File: config.mk
export PLATFORM = sky130hd
export DESIGN_NAME = coinc_trigger
export DESIGN_NICKNAME = d
export VERILOG_FILES = /design/src/rtl/coinc_pkg.sv /design/src/rtl/trig_stretch.sv /design/src/rtl/trig_datapath.sv /design/src/rtl/trig_control.sv /design/src/rtl/coinc_trigger.sv
export SDC_FILE = /design/constraint.sdc
export NUM_CORES = 1
export LEC_CHECK = 0
export BUFFER_PORTS_ARGS = -buffer_cell sky130_fd_sc_hd__buf_2
export CAP_MARGIN = 10
export CORE_MARGIN = 2
export CORE_UTILIZATION = 55
export DETAILED_ROUTE_END_ITERATION = 8
export PLACE_DENSITY = 0.74
export RECOVER_POWER = 50
export SETUP_SLACK_MARGIN = 0.02
export SYNTH_ARGS = -nofsm -noshare
export SYNTH_HDL_FRONTEND = slang
export SYNTH_SLANG_ARGS = --single-unit
export TNS_END_PERCENT = 100
File: constraint.sdc
create_clock -name clk -period 2.7 [get_ports clk]
set_clock_uncertainty 0.15 [all_clocks]
set_input_delay 0 -clock clk [delete_from_list [all_inputs] [get_ports clk]]
set_output_delay 0 -clock clk [all_outputs]
set_load 0.02 [all_outputs]
File: src/rtl/coinc_pkg.sv
package coinc_pkg;
  localparam int SAMPLE_W = 12;
  localparam int WIN_W    = 6;
  localparam int DEAD_W   = SAMPLE_W;

  typedef enum logic [1:0] {
    ADDR_LOW  = 2'd0,
    ADDR_HIGH = 2'd1,
    ADDR_WIN  = 2'd2,
    ADDR_DEAD = 2'd3
  } cfgAddr_e;

  // Settings the control side hands to the comparator datapath
  typedef struct packed {
    logic [SAMPLE_W-1:0] lowThr;
    logic [SAMPLE_W-1:0] highThr;
    logic [WIN_W-1:0]    window;
  } thrCfg_t;
endpackage

File: src/rtl/trig_stretch.sv
module trig_stretch
  import coinc_pkg::*;
(
  input  logic                clk,
  input  logic                rstN,
  input  logic [SAMPLE_W-1:0] sample,
  input  logic [SAMPLE_W-1:0] level,
  input  logic [WIN_W-1:0]    window,
  output logic                req
);
  logic             above;
  logic             prevAbove;
  logic [WIN_W-1:0] cnt;

  assign above = sample > level;

  always_ff @(posedge clk) begin
    if (!rstN) begin
      prevAbove <= 1'b0;
      cnt       <= '0;
    end else begin
      prevAbove <= above;
      if (above && !prevAbove)
        cnt <= window;
      else if (cnt != '0)
        cnt <= cnt - 1'b1;
    end
  end

  assign req = (cnt != '0);
endmodule

File: src/rtl/trig_datapath.sv
module trig_datapath
  import coinc_pkg::*;
#(
  parameter int NUM_CH = 12
) (
  input  logic                       clk,
  input  logic                       rstN,
  input  logic [NUM_CH*SAMPLE_W-1:0] sampleIn,
  input  thrCfg_t                    cfg,
  output logic [NUM_CH-1:0]          lowReq,
  output logic [NUM_CH-1:0]          highReq
);
  for (genvar ch = 0; ch < NUM_CH; ch++) begin : g_ch
    logic [SAMPLE_W-1:0] smp;
    assign smp = sampleIn[ch*SAMPLE_W +: SAMPLE_W];

    trig_stretch i_low (
      .clk(clk), .rstN(rstN), .sample(smp), .level(cfg.lowThr),
      .window(cfg.window), .req(lowReq[ch])
    );
    trig_stretch i_high (
      .clk(clk), .rstN(rstN), .sample(smp), .level(cfg.highThr),
      .window(cfg.window), .req(highReq[ch])
    );
  end
endmodule

File: src/rtl/trig_control.sv
module trig_control
  import coinc_pkg::*;
#(
  parameter int NUM_CH = 12,
  localparam int CH_W  = $clog2(NUM_CH)
) (
  input  logic                clk,
  input  logic                rstN,
  input  logic                cfgWe,
  input  logic [1:0]          cfgAddr,
  input  logic [SAMPLE_W-1:0] cfgData,
  input  logic [NUM_CH-1:0]   lowReq,
  input  logic [NUM_CH-1:0]   highReq,
  output thrCfg_t             cfg,
  output logic                trigPulse,
  output logic [CH_W-1:0]     trigChan
);
  logic [DEAD_W-1:0] deadTime;
  logic [DEAD_W-1:0] deadCnt;
  logic [NUM_CH-1:0] hit;
  logic [CH_W-1:0]   pick;
  logic              fire;

  // Configuration registers
  always_ff @(posedge clk) begin
    if (!rstN) begin
      cfg.lowThr  <= '1;
      cfg.highThr <= '1;
      cfg.window  <= WIN_W'(1);
      deadTime    <= '0;
    end else if (cfgWe) begin
      case (cfgAddr_e'(cfgAddr))
        ADDR_LOW:  cfg.lowThr  <= cfgData;
        ADDR_HIGH: cfg.highThr <= cfgData;
        ADDR_WIN:  cfg.window  <= (cfgData[WIN_W-1:0] == '0) ? WIN_W'(1)
                                                              : cfgData[WIN_W-1:0];
        default:   deadTime    <= cfgData[DEAD_W-1:0];
      endcase
    end
  end

  // Neighbour coincidence, no wraparound at the row ends
  for (genvar ch = 0; ch < NUM_CH; ch++) begin : g_hit
    logic nbrLow;
    if (ch == 0) begin : g_first
      assign nbrLow = lowReq[ch+1];
    end else if (ch == NUM_CH-1) begin : g_last
      assign nbrLow = lowReq[ch-1];
    end else begin : g_mid
      assign nbrLow = lowReq[ch-1] | lowReq[ch+1];
    end
    assign hit[ch] = highReq[ch] & nbrLow;
  end

  always_comb begin
    pick = '0;
    for (int i = NUM_CH-1; i >= 0; i--)
      if (hit[i]) pick = CH_W'(i);
  end

  assign fire = (|hit) && (deadCnt == '0) && !trigPulse;

  always_ff @(posedge clk) begin
    if (!rstN) begin
      trigPulse <= 1'b0;
      trigChan  <= '0;
      deadCnt   <= '0;
    end else begin
      trigPulse <= fire;
      if (fire) begin
        trigChan <= pick;
        deadCnt  <= deadTime;
      end else if (deadCnt != '0) begin
        deadCnt <= deadCnt - 1'b1;
      end
    end
  end
endmodule

File: src/rtl/coinc_trigger.sv
module coinc_trigger
  import coinc_pkg::*;
#(
  parameter int NUM_CH = 12,
  localparam int CH_W  = $clog2(NUM_CH)
) (
  input  logic                       clk,
  input  logic                       rstN,
  input  logic [NUM_CH*SAMPLE_W-1:0] sampleIn,
  input  logic                       cfgWe,
  input  logic [1:0]                 cfgAddr,
  input  logic [SAMPLE_W-1:0]        cfgData,
  output logic [NUM_CH-1:0]          lowReq,
  output logic [NUM_CH-1:0]          highReq,
  output logic                       trigPulse,
  output logic [CH_W-1:0]            trigChan
);
  thrCfg_t cfgBus;

  trig_control #(.NUM_CH(NUM_CH)) i_ctrl (
    .clk(clk), .rstN(rstN), .cfgWe(cfgWe), .cfgAddr(cfgAddr), .cfgData(cfgData),
    .lowReq(lowReq), .highReq(highReq), .cfg(cfgBus),
    .trigPulse(trigPulse), .trigChan(trigChan)
  );

  trig_datapath #(.NUM_CH(NUM_CH)) i_dp (
    .clk(clk), .rstN(rstN), .sampleIn(sampleIn), .cfg(cfgBus),
    .lowReq(lowReq), .highReq(highReq)
  );
endmodule

==> reports/qor.txt <==
worst path required time: 2940 ps
total of max-cap violations: 0
Final nets: 2820
number of cells on the worst hold path: 6
routed via count divided by cell count: 5.94
Detailed Place HPWL: 36.9 mm
H-tree depth: 1
clock latency of the later-clocked register in the worst-skew pair: 520 ps
largest driver fanout on the critical path: 4
Period minus WS final: 2620 ps
area growth from synthesis to layout: 20.8%
share of async-settable or async-resettable flops after synthesis: 0%
library cells used by synthesis: 54
global-route wire length before repair: 83.6 mm
fraction of the yosys area taken by sequential cells: 25.8%
Max Clk Rate: 381 MHz
initial antenna violation count: 4
met1 track demand over resource: 37.3%
final setup vio count: 0
primary flip-flop cell chosen by synthesis mapping: dfxtp_1
final estimated routing congestion in global placement: 0.900
Max rail drop VDD: 575 µV
chain of cells forming the critical path: inv_1 -> ha_2 -> or3b_4 -> nor3_4 -> inv_2 -> o21a_1 -> nor4_4 -> buf_4 -> buf_4 -> nand2_1 -> nor4_2 -> nor3b_1
Non-Filler Instances: 2753
root buf cell: clkbuf_16
mean post-synth cell area: 8.70 µm²
number of cells produced by synthesis: 2025
Worst Hold Launch: sampleIn[46]
CTS Sinks: 227
outcome: complete, no violations
count of vias placed by the detailed router: 16400
aggregate routed wire length: 52.0 mm
warnings from Yosys: 0
die span in x: 183 µm
area of the multi-input gates: 12600 µm²
post-synthesis share of cell area spent on full adders, half adders and majority gates: 23.4%
area share of xor/xnor cells in the synthesized design: 5.02%
DIE AREA: 33500 µm²
Critical Path Sink Type: flop
Max Buffers Root-to-Sink: 3
Inserted Clock Buffers: 25
clock tree from TritonCTS: built
total DRC errors in the routed layout: 0
Placed Cells: 2628
destination of the worst register-to-register timing path: i_ctrl.deadCnt[0]
register area: 4550 µm²
Worst slew margin: 30.9%
starting utilization of the core area: 55.8%
global routing usage on met3: 4.61%
Endpoint, Worst Hold: i_dp.g_ch[3].i_high.prevAbove
synthesized cell area: 17600 µm²
arrival time at the worst endpoint: 2860 ps
Filler cells: 2513
Die Height: 183 µm
Antenna Nets Post-Route: 0
routing layer with the top usage in global route: met2
leakage power figure: 10.0 nW
endpoints failing hold: 0
largest net degree at the start of global routing: 188
main combinational cell family by area after synthesis: adder cells
kind of path behind the tightest hold check: in2reg
met2 usage in global routing: 54.0%
number of input and output port buffers inserted: 189
grt ovf: 0
setup repair after global routing missed its margin: true
most frequent cell on the critical path: buf_4
CP startpoint kind: flop
number of flip-flops and latches in the synthesized netlist: 227
Placed Area: 19600 µm²
Final Instance Area: 21300 µm²
cell with the largest stage delay on the worst path: or3b_4
top-level I/O count: 190
initial detailed-routing violation count: 981
number of search-and-repair iterations in the first detailed-routing pass: 7
fraction of synthesized area in multiplexers: 8.46%
share of layout cells above drive strength 1: 15.1%
pin slew with the least headroom to its limit: 1040 ps
Compound-Gate Fraction of Synth Area: 13.1%
Tcrit/Tclk final: 97.1%
count of flip-flops with a built-in enable after synthesis: 0
max-slew violation count: 0
Post-Synthesis Net Count: 2516
core area: 31600 µm²
Reg2Reg Depth: 12
vias in the first global route: 16700
clock transition at the registers of the reported paths: 60 ps
simple-gate share of the synthesized area: 20.1%
floorplan row count: 65
aggregate global-route resource usage: 30.8%
critical register-to-register path startpoint: i_dp.g_ch[6].i_high.cnt[0]
delay of the slowest cell on the worst path: 400 ps
cell area power density: 892 nW/µm²
category of the most critical setup path: reg2reg
worst reg-to-reg setup slack: 80 ps
routed len/inst: 18.9 µm
per-layer routing:
layer	share of wire, %	vias up
met5	0.025	-
met4	4.5	2
met3	6.3	173
met2	47	557
met1	42	7760
li1	-	7873
how the worst max path moves through the flow:
stage                                          start                    endpoint  slack, ps
after floorplan           i_dp.g_ch[2].i_high.cnt[0]           i_ctrl.deadCnt[9]        130
after global placement                i_ctrl.cfg[19]   i_dp.g_ch[5].i_low.cnt[0]          6
after detailed placement              i_ctrl.cfg[19]   i_dp.g_ch[9].i_low.cnt[2]        -70
after CTS                             i_ctrl.cfg[16]  i_dp.g_ch[3].i_high.cnt[4]         20
after global routing      i_dp.g_ch[6].i_high.cnt[0]           i_ctrl.deadCnt[0]        -30
final                     i_dp.g_ch[6].i_high.cnt[0]           i_ctrl.deadCnt[0]         80
kinds of logic (layout without fill, tap and decap cells):
family,count (synthesis),in the layout
XOR/XNOR,101,101
buffers and inverters,165,485
AO/OA/AOI/OAI,347,347
other,0,6
AND/OR/NAND/NOR,706,706
multiplexers,149,149
flip-flops,227,227
adder cells (fa/ha/maj),330,330
worst max-delay path: cells and delay by family, from the launching register on:
kind / cells / cell delay [ps]
AO/OA/AOI/OAI: 1 / 140
adder cells (fa/ha/maj): 1 / 180
buffers and inverters: 4 / 400
flip-flops: 1 / 330
AND/OR/NAND/NOR: 6 / 1290
per-stage QoR:
stage	setup WS, ps	power (mW)	hold WS, ps	setup TNS (ps)	util (%)
detailed placement	-70.6	15.3	142	-1980	62.1
global placement	6.17	14.9	137	0	62.1
finish	78.2	19.0	9.07	0	67.5
CTS	21.4	18.9	0.289	0	67.1
floorplan	132	12.6	-21.5	0	-
global route	-29.7	20.4	58.2	-42.5	67.4
cell usage after synthesis (49+ instances only):
library cell	instances	share of area [%]
inv_1	91	1.9
nand4_1	49	1.7
a21oi_1	68	1.9
nand3_1	109	3.1
mux2i_1	149	8.5
nor2b_1	52	1.8
o21a_1	73	3.1
nor2_1	156	3.3
o21ai_0	59	1.7
xnor2_1	57	2.8
nand2_1	187	4.0
dfxtp_1	227	26
ha_1	330	23
power breakdown:
part / leakage, nW / internal (mW) / total (mW) / switching, mW
registers: 1.87 / 4.44 / 5.31 / 0.874
logic: 7.76 / 4.55 / 10.3 / 5.71
clock network: 0.409 / 2.04 / 3.42 / 1.38
flip-flops by register name, indices dropped and copies added, names as in the netlist:
signal and count:
i_dp.g_ch.i_high.cnt 72, i_dp.g_ch.i_low.cnt 72, i_ctrl.cfg 30, i_ctrl.deadCnt 12
i_ctrl.deadTime 12, i_dp.g_ch.i_high.prevAbove 12, i_dp.g_ch.i_low.prevAbove 12, i_ctrl.trigChan 4
i_ctrl.trigPulse 1
layout make-up:
cell class | count | area share (%)
sequential | 227 | 21.4
clock buffer | 33 | 3.36
timing repair buffer | 349 | 11.7
clock inverter | 10 | 0.482
inverter | 93 | 1.66
antenna | 6 | 0.0705
multi-input combinational | 1633 | 59.0
tap | 402 | 2.36
cells in the final DEF, fill, tap and decap left out, types with 4 or more instances in the layout:
cell,n
nand2b_1,34
nor2_1,135
o21a_1,72
nand3_1,109
a211oi_1,4
nand2_1,186
clkbuf_8,6
buf_12,19
a311oi_1,5
nor3_1,37
o211ai_1,48
diode_2,6
nand4_1,49
nor3b_1,8
clkinv_2,7
a21o_1,48
o21ai_0,57
and4_1,22
or3_1,15
mux2i_1,149
clkbuf_1,31
or3b_4,4
nor2b_1,52
a21oi_1,68
o31ai_2,9
dlygate4sd3_1,70
inv_1,90
o31ai_1,15
and2_1,8
buf_2,173
buf_4,54
xnor2_1,57
nor2_2,18
ha_1,328
dfxtp_1,226
clkbuf_16,25
xor2_1,44
nor3_4,4
timing repair:
item,4_1_cts,5_1_grt
gates cloned,0,0
pin swaps,0,7
gates resized for setup,20,42
setup endpoints to repair,98,106
setup buffers,0,5
endpoints found under the hold margin,72,0
hold buffers,71,0
Note: power is estimated with default switching activity, not from simulation.
